`config.mk`:
```
export PLATFORM = sky130hd
export DESIGN_NAME = mdio_mgmt_ctrl
export DESIGN_NICKNAME = d
export VERILOG_FILES = /design/src/rtl/mdio_mgmt_pkg.sv /design/src/rtl/mdio_mgmt_divsel.sv /design/src/rtl/mdio_mgmt_frame.sv /design/src/rtl/mdio_mgmt_regs.sv /design/src/rtl/mdio_mgmt_ctrl.sv
export SDC_FILE = /design/constraint.sdc
export NUM_CORES = 1
export LEC_CHECK = 0
export CELL_PAD_IN_SITES_DETAIL_PLACEMENT = 0
export CELL_PAD_IN_SITES_GLOBAL_PLACEMENT = 1
export CORE_UTILIZATION = 25
export CTS_BUF_LIST = sky130_fd_sc_hd__clkbuf_2
export DETAILED_ROUTE_END_ITERATION = 16
export PLACE_DENSITY_LB_ADDON = 0.1
export SLEW_MARGIN = 20
export SYNTH_ARGS = -nofsm -noshare
export SYNTH_HDL_FRONTEND = slang
export SYNTH_SLANG_ARGS = --single-unit
```
`constraint.sdc`:
```
create_clock -name clk -period 4.5 [get_ports clk]
set_input_delay 0.9 -clock clk [delete_from_list [all_inputs] [get_ports clk]]
set_output_delay 0.9 -clock clk [all_outputs]
set_load 0.02 [all_outputs]
```
`src/rtl/mdio_mgmt_pkg.sv`:
```
package mdio_mgmt_pkg;

   localparam int PHY_W  = 5;
   localparam int REG_W  = 5;
   localparam int DATA_W = 16;

   // register byte offsets; software decodes these
   localparam int OFS_CFG  = 'h20;
   localparam int OFS_CMD  = 'h24;
   localparam int OFS_ADR  = 'h28;
   localparam int OFS_WDAT = 'h2C;
   localparam int OFS_RDAT = 'h30;
   localparam int OFS_IND  = 'h34;

   // divider code to half-period (system clocks)
   localparam int CODE_A = 4;
   localparam int CODE_B = 5;
   localparam int CODE_C = 7;
   localparam int CODE_D = 9;
   localparam int HALF_A = 10;
   localparam int HALF_B = 14;
   localparam int HALF_C = 20;
   localparam int HALF_D = 28;
   localparam int HALF_DFLT = 28;
   localparam int HALF_MAX  = 28;

   typedef struct packed {
      logic              rd;
      logic [PHY_W-1:0]  phy;
      logic [REG_W-1:0]  regn;
      logic [DATA_W-1:0] wdata;
   } mdio_req_t;

endpackage

```
`src/rtl/mdio_mgmt_divsel.sv`:
```
module mdio_mgmt_divsel
   import mdio_mgmt_pkg::*;
#(
   parameter int CODE_W     = 4,
   parameter int CNT_W      = 5,
   parameter int FIXED_HALF = 0
) (
   input  logic [CODE_W-1:0] code,
   output logic [CNT_W-1:0]  half_lim
);

   generate
      if (FIXED_HALF == 0) begin : g_table
         always_comb begin
            case (code)
               CODE_W'(CODE_A): half_lim = CNT_W'(HALF_A);
               CODE_W'(CODE_B): half_lim = CNT_W'(HALF_B);
               CODE_W'(CODE_C): half_lim = CNT_W'(HALF_C);
               CODE_W'(CODE_D): half_lim = CNT_W'(HALF_D);
               default:         half_lim = CNT_W'(HALF_DFLT);
            endcase
         end
      end else begin : g_fixed
         logic unused_code;
         assign unused_code = ^code;
         assign half_lim    = CNT_W'(FIXED_HALF);
      end
   endgenerate

endmodule

```
`src/rtl/mdio_mgmt_frame.sv`:
```
module mdio_mgmt_frame
   import mdio_mgmt_pkg::*;
#(
   parameter int PRE_LEN = 32,
   parameter int CNT_W   = 5
) (
   input  logic             clk,
   input  logic             rst_n,
   input  logic             start,
   input  mdio_req_t        req,
   input  logic [CNT_W-1:0] half_lim,
   input  logic             abort,
   input  logic             mdio_i,
   output logic             busy,
   output logic             mdc,
   output logic             mdio_o,
   output logic             mdio_oe,
   output logic             rd_fin,
   output logic [DATA_W-1:0] rd_data
);

   localparam int FRAME_W    = PRE_LEN + 2 + 2 + PHY_W + REG_W + 2 + DATA_W;
   localparam int HDR_W      = FRAME_W - DATA_W - 2;
   localparam int DATA_FIRST = FRAME_W - DATA_W;
   localparam int IDX_W      = $clog2(FRAME_W);

   logic [FRAME_W-1:0] shreg;
   logic [FRAME_W-1:0] built;
   logic [CNT_W-1:0]   half_q;
   logic [CNT_W-1:0]   half_cnt;
   logic               phase;
   logic [IDX_W-1:0]   bit_idx;
   logic               op_rd;
   logic [DATA_W-1:0]  rx_q;
   logic               half_end;
   logic               last_bit;
   logic               next_oe;

   always_comb begin
      built = {{PRE_LEN{1'b1}}, 2'b01,
               (req.rd ? 2'b10 : 2'b01),
               req.phy, req.regn,
               (req.rd ? 2'b11 : 2'b10),
               (req.rd ? {DATA_W{1'b1}} : req.wdata)};
   end

   assign half_end = (half_cnt == half_q - CNT_W'(1));
   assign last_bit = (bit_idx == IDX_W'(FRAME_W - 1));
   assign next_oe  = !op_rd || ((int'(bit_idx) + 1) < HDR_W);
   assign rd_fin   = busy && !abort && op_rd && phase && half_end && last_bit;
   assign rd_data  = rx_q;

   always_ff @(posedge clk or negedge rst_n) begin
      if (!rst_n) begin
         busy     <= 1'b0;
         mdc      <= 1'b0;
         mdio_o   <= 1'b0;
         mdio_oe  <= 1'b0;
         half_q   <= '0;
         half_cnt <= '0;
         phase    <= 1'b0;
         bit_idx  <= '0;
         op_rd    <= 1'b0;
         shreg    <= '0;
         rx_q     <= '0;
      end else if (abort) begin
         busy     <= 1'b0;
         mdc      <= 1'b0;
         mdio_oe  <= 1'b0;
         half_cnt <= '0;
         phase    <= 1'b0;
         bit_idx  <= '0;
      end else if (!busy) begin
         if (start) begin
            busy     <= 1'b1;
            mdc      <= 1'b0;
            mdio_o   <= built[FRAME_W-1];
            mdio_oe  <= 1'b1;
            half_q   <= half_lim;
            half_cnt <= '0;
            phase    <= 1'b0;
            bit_idx  <= '0;
            op_rd    <= req.rd;
            shreg    <= built;
         end
      end else if (half_end) begin
         half_cnt <= '0;
         if (!phase) begin
            phase <= 1'b1;
            mdc   <= 1'b1;
            if (op_rd && (bit_idx >= IDX_W'(DATA_FIRST)))
               rx_q <= {rx_q[DATA_W-2:0], mdio_i};
         end else begin
            phase <= 1'b0;
            mdc   <= 1'b0;
            if (last_bit) begin
               busy    <= 1'b0;
               mdio_oe <= 1'b0;
            end else begin
               bit_idx <= bit_idx + IDX_W'(1);
               shreg   <= {shreg[FRAME_W-2:0], 1'b0};
               mdio_o  <= shreg[FRAME_W-2];
               mdio_oe <= next_oe;
            end
         end
      end else begin
         half_cnt <= half_cnt + CNT_W'(1);
      end
   end

   assert_idle_quiet_R11: assert property (@(posedge clk) disable iff (!rst_n)
      !busy |-> (!mdio_oe && !mdc));

   assert_out_on_fall_R4: assert property (@(posedge clk) disable iff (!rst_n)
      (busy && $past(busy) && !$fell(mdc)) |-> $stable(mdio_o));

   assert_release_ta_R3: assert property (@(posedge clk) disable iff (!rst_n)
      (busy && op_rd && (bit_idx >= IDX_W'(HDR_W))) |-> !mdio_oe);

   assert_abort_idle_R10: assert property (@(posedge clk) disable iff (!rst_n)
      abort |=> (!busy && !mdc && !mdio_oe));

   assert_half_nonzero_R5: assert property (@(posedge clk) disable iff (!rst_n)
      busy |-> (half_q != '0));

endmodule

```
`src/rtl/mdio_mgmt_regs.sv`:
```
module mdio_mgmt_regs
   import mdio_mgmt_pkg::*;
#(
   parameter int ADDR_W = 8,
   parameter int CODE_W = 4
) (
   input  logic              clk,
   input  logic              rst_n,
   input  logic              bus_we,
   input  logic [ADDR_W-1:0] bus_addr,
   input  logic [31:0]       bus_wdata,
   output logic [31:0]       bus_rdata,
   input  logic              busy,
   input  logic              rd_fin,
   input  logic [DATA_W-1:0] rd_data,
   output logic              start,
   output mdio_req_t         req,
   output logic              abort,
   output logic [CODE_W-1:0] code
);

   localparam logic [ADDR_W-1:0] A_CFG  = ADDR_W'(OFS_CFG);
   localparam logic [ADDR_W-1:0] A_CMD  = ADDR_W'(OFS_CMD);
   localparam logic [ADDR_W-1:0] A_ADR  = ADDR_W'(OFS_ADR);
   localparam logic [ADDR_W-1:0] A_WDAT = ADDR_W'(OFS_WDAT);
   localparam logic [ADDR_W-1:0] A_RDAT = ADDR_W'(OFS_RDAT);
   localparam logic [ADDR_W-1:0] A_IND  = ADDR_W'(OFS_IND);

   logic              soft_q;
   logic [CODE_W-1:0] code_q;
   logic              cmd_q;
   logic [PHY_W-1:0]  phy_q;
   logic [REG_W-1:0]  regn_q;
   logic [DATA_W-1:0] wdat_q;
   logic [DATA_W-1:0] rdat_q;
   logic              inv_q;
   logic              wr_cfg, wr_cmd, wr_adr, wr_wdat;
   logic              rd_go, wr_go;
   logic              unused_wbits;

   assign unused_wbits = ^bus_wdata[30:16];

   assign wr_cfg  = bus_we && (bus_addr == A_CFG);
   assign wr_cmd  = bus_we && (bus_addr == A_CMD);
   assign wr_adr  = bus_we && (bus_addr == A_ADR);
   assign wr_wdat = bus_we && (bus_addr == A_WDAT);

   assign abort = soft_q || (wr_cfg && bus_wdata[31]);
   assign rd_go = wr_cmd && bus_wdata[0] && !busy && !soft_q;
   assign wr_go = wr_wdat && !busy && !soft_q;
   assign start = rd_go || wr_go;
   assign code  = code_q;

   always_comb begin
      req.rd    = rd_go;
      req.phy   = phy_q;
      req.regn  = regn_q;
      req.wdata = bus_wdata[DATA_W-1:0];
   end

   always_ff @(posedge clk or negedge rst_n) begin
      if (!rst_n) begin
         soft_q <= 1'b0;
         code_q <= '0;
         cmd_q  <= 1'b0;
         phy_q  <= '0;
         regn_q <= '0;
         wdat_q <= '0;
         rdat_q <= '0;
         inv_q  <= 1'b0;
      end else begin
         if (wr_cfg) begin
            soft_q <= bus_wdata[31];
            code_q <= bus_wdata[CODE_W-1:0];
         end
         if (wr_cmd)
            cmd_q <= bus_wdata[0];
         if (wr_adr) begin
            phy_q  <= bus_wdata[8 +: PHY_W];
            regn_q <= bus_wdata[REG_W-1:0];
         end
         if (wr_go)
            wdat_q <= bus_wdata[DATA_W-1:0];
         if (rd_fin)
            rdat_q <= rd_data;
         if (abort)
            inv_q <= 1'b0;
         else if (rd_go)
            inv_q <= 1'b1;
         else if (rd_fin)
            inv_q <= 1'b0;
      end
   end

   always_comb begin
      bus_rdata = '0;
      case (bus_addr)
         A_CFG:  bus_rdata = {soft_q, {(31-CODE_W){1'b0}}, code_q};
         A_CMD:  bus_rdata = {31'b0, cmd_q};
         A_ADR:  bus_rdata = {19'b0, phy_q, 3'b0, regn_q};
         A_WDAT: bus_rdata = {16'b0, wdat_q};
         A_RDAT: bus_rdata = {16'b0, rdat_q};
         A_IND:  bus_rdata = {29'b0, inv_q, 1'b0, busy};
         default: bus_rdata = '0;
      endcase
   end

   assert_busy_keeps_wdat_R8: assert property (@(posedge clk) disable iff (!rst_n)
      (busy && wr_wdat) |=> $stable(wdat_q));

   assert_read_marks_invalid_R7: assert property (@(posedge clk) disable iff (!rst_n)
      rd_go |=> inv_q);

   assert_soft_blocks_start_R10: assert property (@(posedge clk) disable iff (!rst_n)
      soft_q |-> !start);

endmodule

```
`src/rtl/mdio_mgmt_ctrl.sv`:
```
module mdio_mgmt_ctrl
   import mdio_mgmt_pkg::*;
#(
   parameter int PRE_LEN    = 32,
   parameter int ADDR_W     = 8,
   parameter int CODE_W     = 4,
   parameter int FIXED_HALF = 0
) (
   input  logic              clk,
   input  logic              rst_n,
   input  logic              bus_we,
   input  logic [ADDR_W-1:0] bus_addr,
   input  logic [31:0]       bus_wdata,
   output logic [31:0]       bus_rdata,
   output logic              mdc,
   output logic              mdio_o,
   output logic              mdio_oe,
   input  logic              mdio_i
);

   localparam int HALF_TOP = (FIXED_HALF > HALF_MAX) ? FIXED_HALF : HALF_MAX;
   localparam int CNT_W    = $clog2(HALF_TOP + 1);

   generate
      if (PRE_LEN < 1 || PRE_LEN > 64) begin : g_bad_pre
         $error("mdio_mgmt_ctrl: PRE_LEN out of range");
      end
      if (ADDR_W < 6) begin : g_bad_addr
         $error("mdio_mgmt_ctrl: ADDR_W too narrow for the register map");
      end
      if (CODE_W < 4 || CODE_W > 16) begin : g_bad_code
         $error("mdio_mgmt_ctrl: CODE_W must lie in 4..16");
      end
      if (FIXED_HALF < 0) begin : g_bad_fixed
         $error("mdio_mgmt_ctrl: FIXED_HALF must not be negative");
      end
   endgenerate

   logic              busy;
   logic              start;
   logic              abort;
   logic              rd_fin;
   logic [DATA_W-1:0] rd_data;
   logic [CODE_W-1:0] code;
   logic [CNT_W-1:0]  half_lim;
   mdio_req_t         req;

   mdio_mgmt_regs #(
      .ADDR_W (ADDR_W),
      .CODE_W (CODE_W)
   ) u_regs (
      .clk       (clk),
      .rst_n     (rst_n),
      .bus_we    (bus_we),
      .bus_addr  (bus_addr),
      .bus_wdata (bus_wdata),
      .bus_rdata (bus_rdata),
      .busy      (busy),
      .rd_fin    (rd_fin),
      .rd_data   (rd_data),
      .start     (start),
      .req       (req),
      .abort     (abort),
      .code      (code)
   );

   mdio_mgmt_divsel #(
      .CODE_W     (CODE_W),
      .CNT_W      (CNT_W),
      .FIXED_HALF (FIXED_HALF)
   ) u_divsel (
      .code     (code),
      .half_lim (half_lim)
   );

   mdio_mgmt_frame #(
      .PRE_LEN (PRE_LEN),
      .CNT_W   (CNT_W)
   ) u_frame (
      .clk      (clk),
      .rst_n    (rst_n),
      .start    (start),
      .req      (req),
      .half_lim (half_lim),
      .abort    (abort),
      .mdio_i   (mdio_i),
      .busy     (busy),
      .mdc      (mdc),
      .mdio_o   (mdio_o),
      .mdio_oe  (mdio_oe),
      .rd_fin   (rd_fin),
      .rd_data  (rd_data)
   );

endmodule

```
Yosys cells after proc, flatten, opt, wreduce, memory -nomap -nowiden
Cells that the tools add are included.
Word-level totals
  bits of input ports: 44
  output and inout bits: 35
  logic and storage cells: 120
  register bits: 149
Cells by class
  bitwise operators: 3
  $lt $le $gt $ge: 2
  reductions and logical operators: 32
  muxes and demuxes: 44
  add/subtract/negate cells: 4
  eq/ne operators: 17
Operators by type and width (number)
  $mux 63: 5
  $pmux 32 s6: 1
  $eq 8x6->1 const B: 6
  $mux 6: 6
  $lt 32x7->1 const B: 1
  $mux 1: 25
  $mux 5: 4
  $logic_and 1x1->1: 16
  $mux 16: 1
  $pmux 5 s3: 1
  $eq 4x3->1 const B: 3
  $reduce_and 5->1: 2
  $ne 3x2->1 const B: 3
  $add 6x1->7 const B: 1
  $add 6x1->6 const B: 1
  $eq 6x6->1 const B: 1
  $ge 6x6->1 const B: 1
  $ne 2x2->1 const B: 3
  $reduce_and 3->1: 2
  $reduce_bool 3->1: 2
  $add 5x1->5 const B: 1
  $eq 5x5->1: 1
  $sub 5x1->5 const B: 1
  $logic_not 1->1: 4
  other kinds (6): 10

Longest topological paths before layout
  word-level depth: 13
  mapped depth: 9
  gate-level depth less buffers: 7

By module
Synthesis repeated with hierarchy kept, for this count alone.
Second synthesis, totals
  cell total of the unflattened synthesis: 606
  area total of the unflattened synthesis: 7011.7 um^2
By module, submodules not included
  mdio_mgmt_frame: seq. area each 2502.4 um^2, cells an instance 393, area each 4377.9 um^2, times used 1
  mdio_mgmt_regs: seq. area each 1226.2 um^2, cells an instance 207, area each 2587.5 um^2, times used 1
  mdio_mgmt_divsel: seq. area each 0.0 um^2, cells an instance 6, area each 46.3 um^2, times used 1

Least setup slack after synthesis
No wires, ideal clock.
  path kind: input-to-output
  from: input bus_addr[3]
  to: output bus_rdata[13]
  cell stages on the path: 6
  data required time: 3600 ps
  slack: 1274 ps
  arrival time: 2326 ps
  cell sequence: buf_2 > nor4_4 > and3_1 > clkbuf_1 > clkbuf_1 > a22o_1
Between the ends
  word-level cells in the longest chain between the ends: 2
  elaborated cells on any way between the ends: 7
  those cells by class: eq/ne: 6; mux: 1
RTL lines
  from (decl): RTL line mdio_mgmt_ctrl.sv:12  | input logic [ADDR_W-1:0] bus_addr,
  $eq 8x6->1: RTL line mdio_mgmt_regs.sv:97  | case (bus_addr)
  $pmux 32 s6 (*): RTL line mdio_mgmt_regs.sv:97
  to (decl): RTL line mdio_mgmt_ctrl.sv:14  | output logic [31:0] bus_rdata,
Every way passes the cells marked *; elsewhere a longest branch is shown, timed or not.

Worst setup path after layout
  from: input bus_addr[7]
  to: output bus_rdata[4]
The elaborated chain is that of the path after synthesis.

==> impl_metrics.env <==
export IMPL_status="finished clean"
export IMPL_fill_cells=2968
export IMPL_clk_latency_ps=700
export IMPL_grtUsageTotal_pct=12.23
export IMPL_vias_per_cell=4.494
export IMPL_place_area_mm2=0.008098
export IMPL_async_flop_share_pct=100.0
export IMPL_core_area_mm2=0.02863
export IMPL_hold_violations=0
export IMPL_cts_max_level=4
export IMPL_start_util_pct=25.38
export IMPL_critPathMaxFanout=16
export IMPL_fmax_mhz=244.7
export IMPL_die_h_um=172.5
export IMPL_holdBufCountCts=0
export IMPL_switching_share_pct=31.64
export IMPL_final_cell_mix="dfrtp_1 (147), mux2_2 (115), nand2_1 (48)"
export IMPL_seq_power_share_pct=55.8
export IMPL_io_buffers=48
export IMPL_gp_congestion=0.7911
export IMPL_ys_ff_latch=148
export IMPL_cts_tree="done"
export IMPL_drc_errors=0
export IMPL_synth_top_area_share_pct=50.98
export IMPL_drive_above_1_share_pct=28.86
export IMPL_hpwl_um=11020
export IMPL_syn_inst=583
export IMPL_p_sw_uw=859.8
export IMPL_r2r_start="u_frame.busy$_DFF_PN0_"
export IMPL_hold_path_class="primary input to async pin"
export IMPL_setup_viol=0
export IMPL_cap_violations=0
export IMPL_multi_input_area_mm2=0.003267
export IMPL_drtPass1Iterations=4
export IMPL_ir_worst_vdd_v=0.0001743
export IMPL_synth_top_flop_cell="dfrtp_1"
export IMPL_grt_pass1_wl_um=27760
export IMPL_dieArea_mm2=0.02974
export IMPL_setup_tns_ps=0
export IMPL_synth_area_per_cell_um2=12.46
export IMPL_power_frac_clock_pct=30.9
export IMPL_leakage_nw=3.843
export IMPL_end_kind="output port"
export IMPL_synth_edf_count=0
export IMPL_power_internal_mw=1.858
export IMPL_fin_worst_skew_ps=49.00
export IMPL_final_common_cell="dfrtp_1"
export IMPL_criticalPathCategory="primary input to output port"
export IMPL_share_comb_of_total_power_pct=13.3
export IMPL_cts_resized=0
export IMPL_clkSinkCount=148
export IMPL_finalNetCount=675
export IMPL_cts_setup_buffers=0
export IMPL_slew_headroom_pct=37.55
export IMPL_die_w_um=172.5
export IMPL_min_period_ps=4086
export IMPL_synth_area_mm2=0.007264
export IMPL_cp_startpoint="bus_addr[7]"
export IMPL_synth_top_cells_by_area="dfrtp_1 (51%), mux2_2 (18%), nand2b_1 (2.9%)"
export IMPL_synth_warnings=0
export IMPL_drt_wl_total_um=16900
export IMPL_cts_buffers=17
export IMPL_ys_types=68
export IMPL_final_max_slew_viol_count=0
export IMPL_syn2layout_area_growth_pct=15.14
export IMPL_synth_top_area_cell="dfrtp_1"
export IMPL_grt_max_degree=103
export IMPL_regArea_mm2=0.003705
export IMPL_power_density_mw_per_mm2=324.9
export IMPL_antenna_left=0
export IMPL_wl_per_cell_um=16.47
export IMPL_crit_required_ps=3600
export IMPL_io_pins=79
export IMPL_drtIter0Drc=206
export IMPL_clk_pin_slew_worst_paths_ps=280
export IMPL_vias=4611
export IMPL_final_cell_area_mm2=0.008364
export IMPL_rows=62
export IMPL_cts_root_buf="clkbuf_2"
export IMPL_antenna_found_initial=1
export IMPL_yosysSeqAreaShare_pct=50.98
export IMPL_worstMarginPinSlew_ps=936.8
export IMPL_grt_pass1_vias=4858
export IMPL_critical_path_arrival_ps=3190
export IMPL_clk_path_buf_depth=2
export IMPL_rsz0062_at_grt="false"
export IMPL_finalCritPeriodShare_pct=90.80
export IMPL_grt_ovfl_total=0
export IMPL_start_kind="primary input"
-- area by class of cell --
type	instances	area share (%)
flip-flops and latches	148	44.29
multi-input cells	389	39.06
repair buffers	61	7.255
well taps	384	5.744
clock inverters	15	2.109
clock buffers	17	1.017
inverters	11	0.4936
diodes	1	0.02992
-- layer usage --
metal,wire (µm),up-vias,track usage [%]
li1,-,2151,-
met1,8498,2367,17.06
met2,7657,85,19.04
met3,577,8,2.678
met4,168,0,3.117
met5,0,-,0
-- flip-flops by register name (all words and copies together), names as in the netlist, 4 cells and up --
register and cells:
u_frame.shreg 63, u_regs.code 4, u_frame.half_cnt 5, u_regs.rdat_q 16, u_frame.rd_data 16, u_regs.regn_q 5
u_regs.wdat_q 16, u_regs.phy_q 5, u_frame.bit_idx 6, u_frame.half_q 4
-- Yosys cell counts (all sizes together) (6+ instances only) --
| master | number |
|---|---|
| a21oi | 7 |
| inv | 11 |
| clkbuf | 18 |
| nand4 | 6 |
| nand2b | 34 |
| o21ai | 7 |
| a22oi | 12 |
| nand3 | 13 |
| and3 | 7 |
| buf | 31 |
| mux2 | 133 |
| nand2 | 48 |
| dfrtp | 148 |
| a22o | 9 |
| mux2i | 20 |
| nor2 | 10 |
-- kinds of logic after synthesis --
group	share of synthesized area [%]
muxes	23.84
and+or+nand+nor	11.90
DFF	50.98
AOI/OAI and AO/OA	6.942
buffers and inverters	4.857
xor gates and xnor gates	0.9129
adders and majority gates	0.5168
other	0.05162
-- stage by stage --
stage,hold slack [ps],utilization (%),total power [mW],setup WS (ps),std cells
final,218.9,29.22,2.718,414.0,1026
after global routing,203.8,29.22,2.889,262.6,1026
after CTS,258.2,29.20,2.780,366.5,1025
after detailed placement,467.4,28.29,1.909,379.8,993
after global placement,459.5,28.29,1.899,372.8,993
after floorplan,448.4,-,1.770,1274,597
-- path summary, 6_finish.rpt --
path / slack, ps / depth (start not counted) / to
min in group clk: 520 / 1 / u_frame.shreg[16]$_DFFE_PN0P_
worst min register to register: 520 / 1 / u_frame.shreg[16]$_DFFE_PN0P_
worst max-delay path: 410 / 7 / bus_rdata[4]
worst max register to register: 1680 / 6 / u_frame.shreg[19]$_DFFE_PN0P_
max in group asynchronous: 3470 / 2 / u_frame.shreg[19]$_DFFE_PN0P_
worst min-delay path: 220 / 1 / u_regs.code[0]$_DFFE_PN0N_
-- power groups by stage --
| stage | combinational, mW | sequential, mW | clock [mW] |
|---|---|---|---|
| after global routing | 0.407 | 1.54 | 0.945 |
| after detailed placement | 0.368 | 1.54 | 0 |
| after global placement | 0.361 | 1.54 | 0 |
| after CTS | 0.369 | 1.52 | 0.893 |
| after floorplan | 0.246 | 1.52 | 0 |
| final | 0.361 | 1.52 | 0.840 |
-- critical path: stages --
cell             delay (ps)
clkdlybuf4s50_1         460
nor3b_1                 420
and3_1                  230
buf_4                   250
a22oi_1                 110
nand2_1                 160
clkdlybuf4s50_1         640
Power figures use the tool's default switching activity.
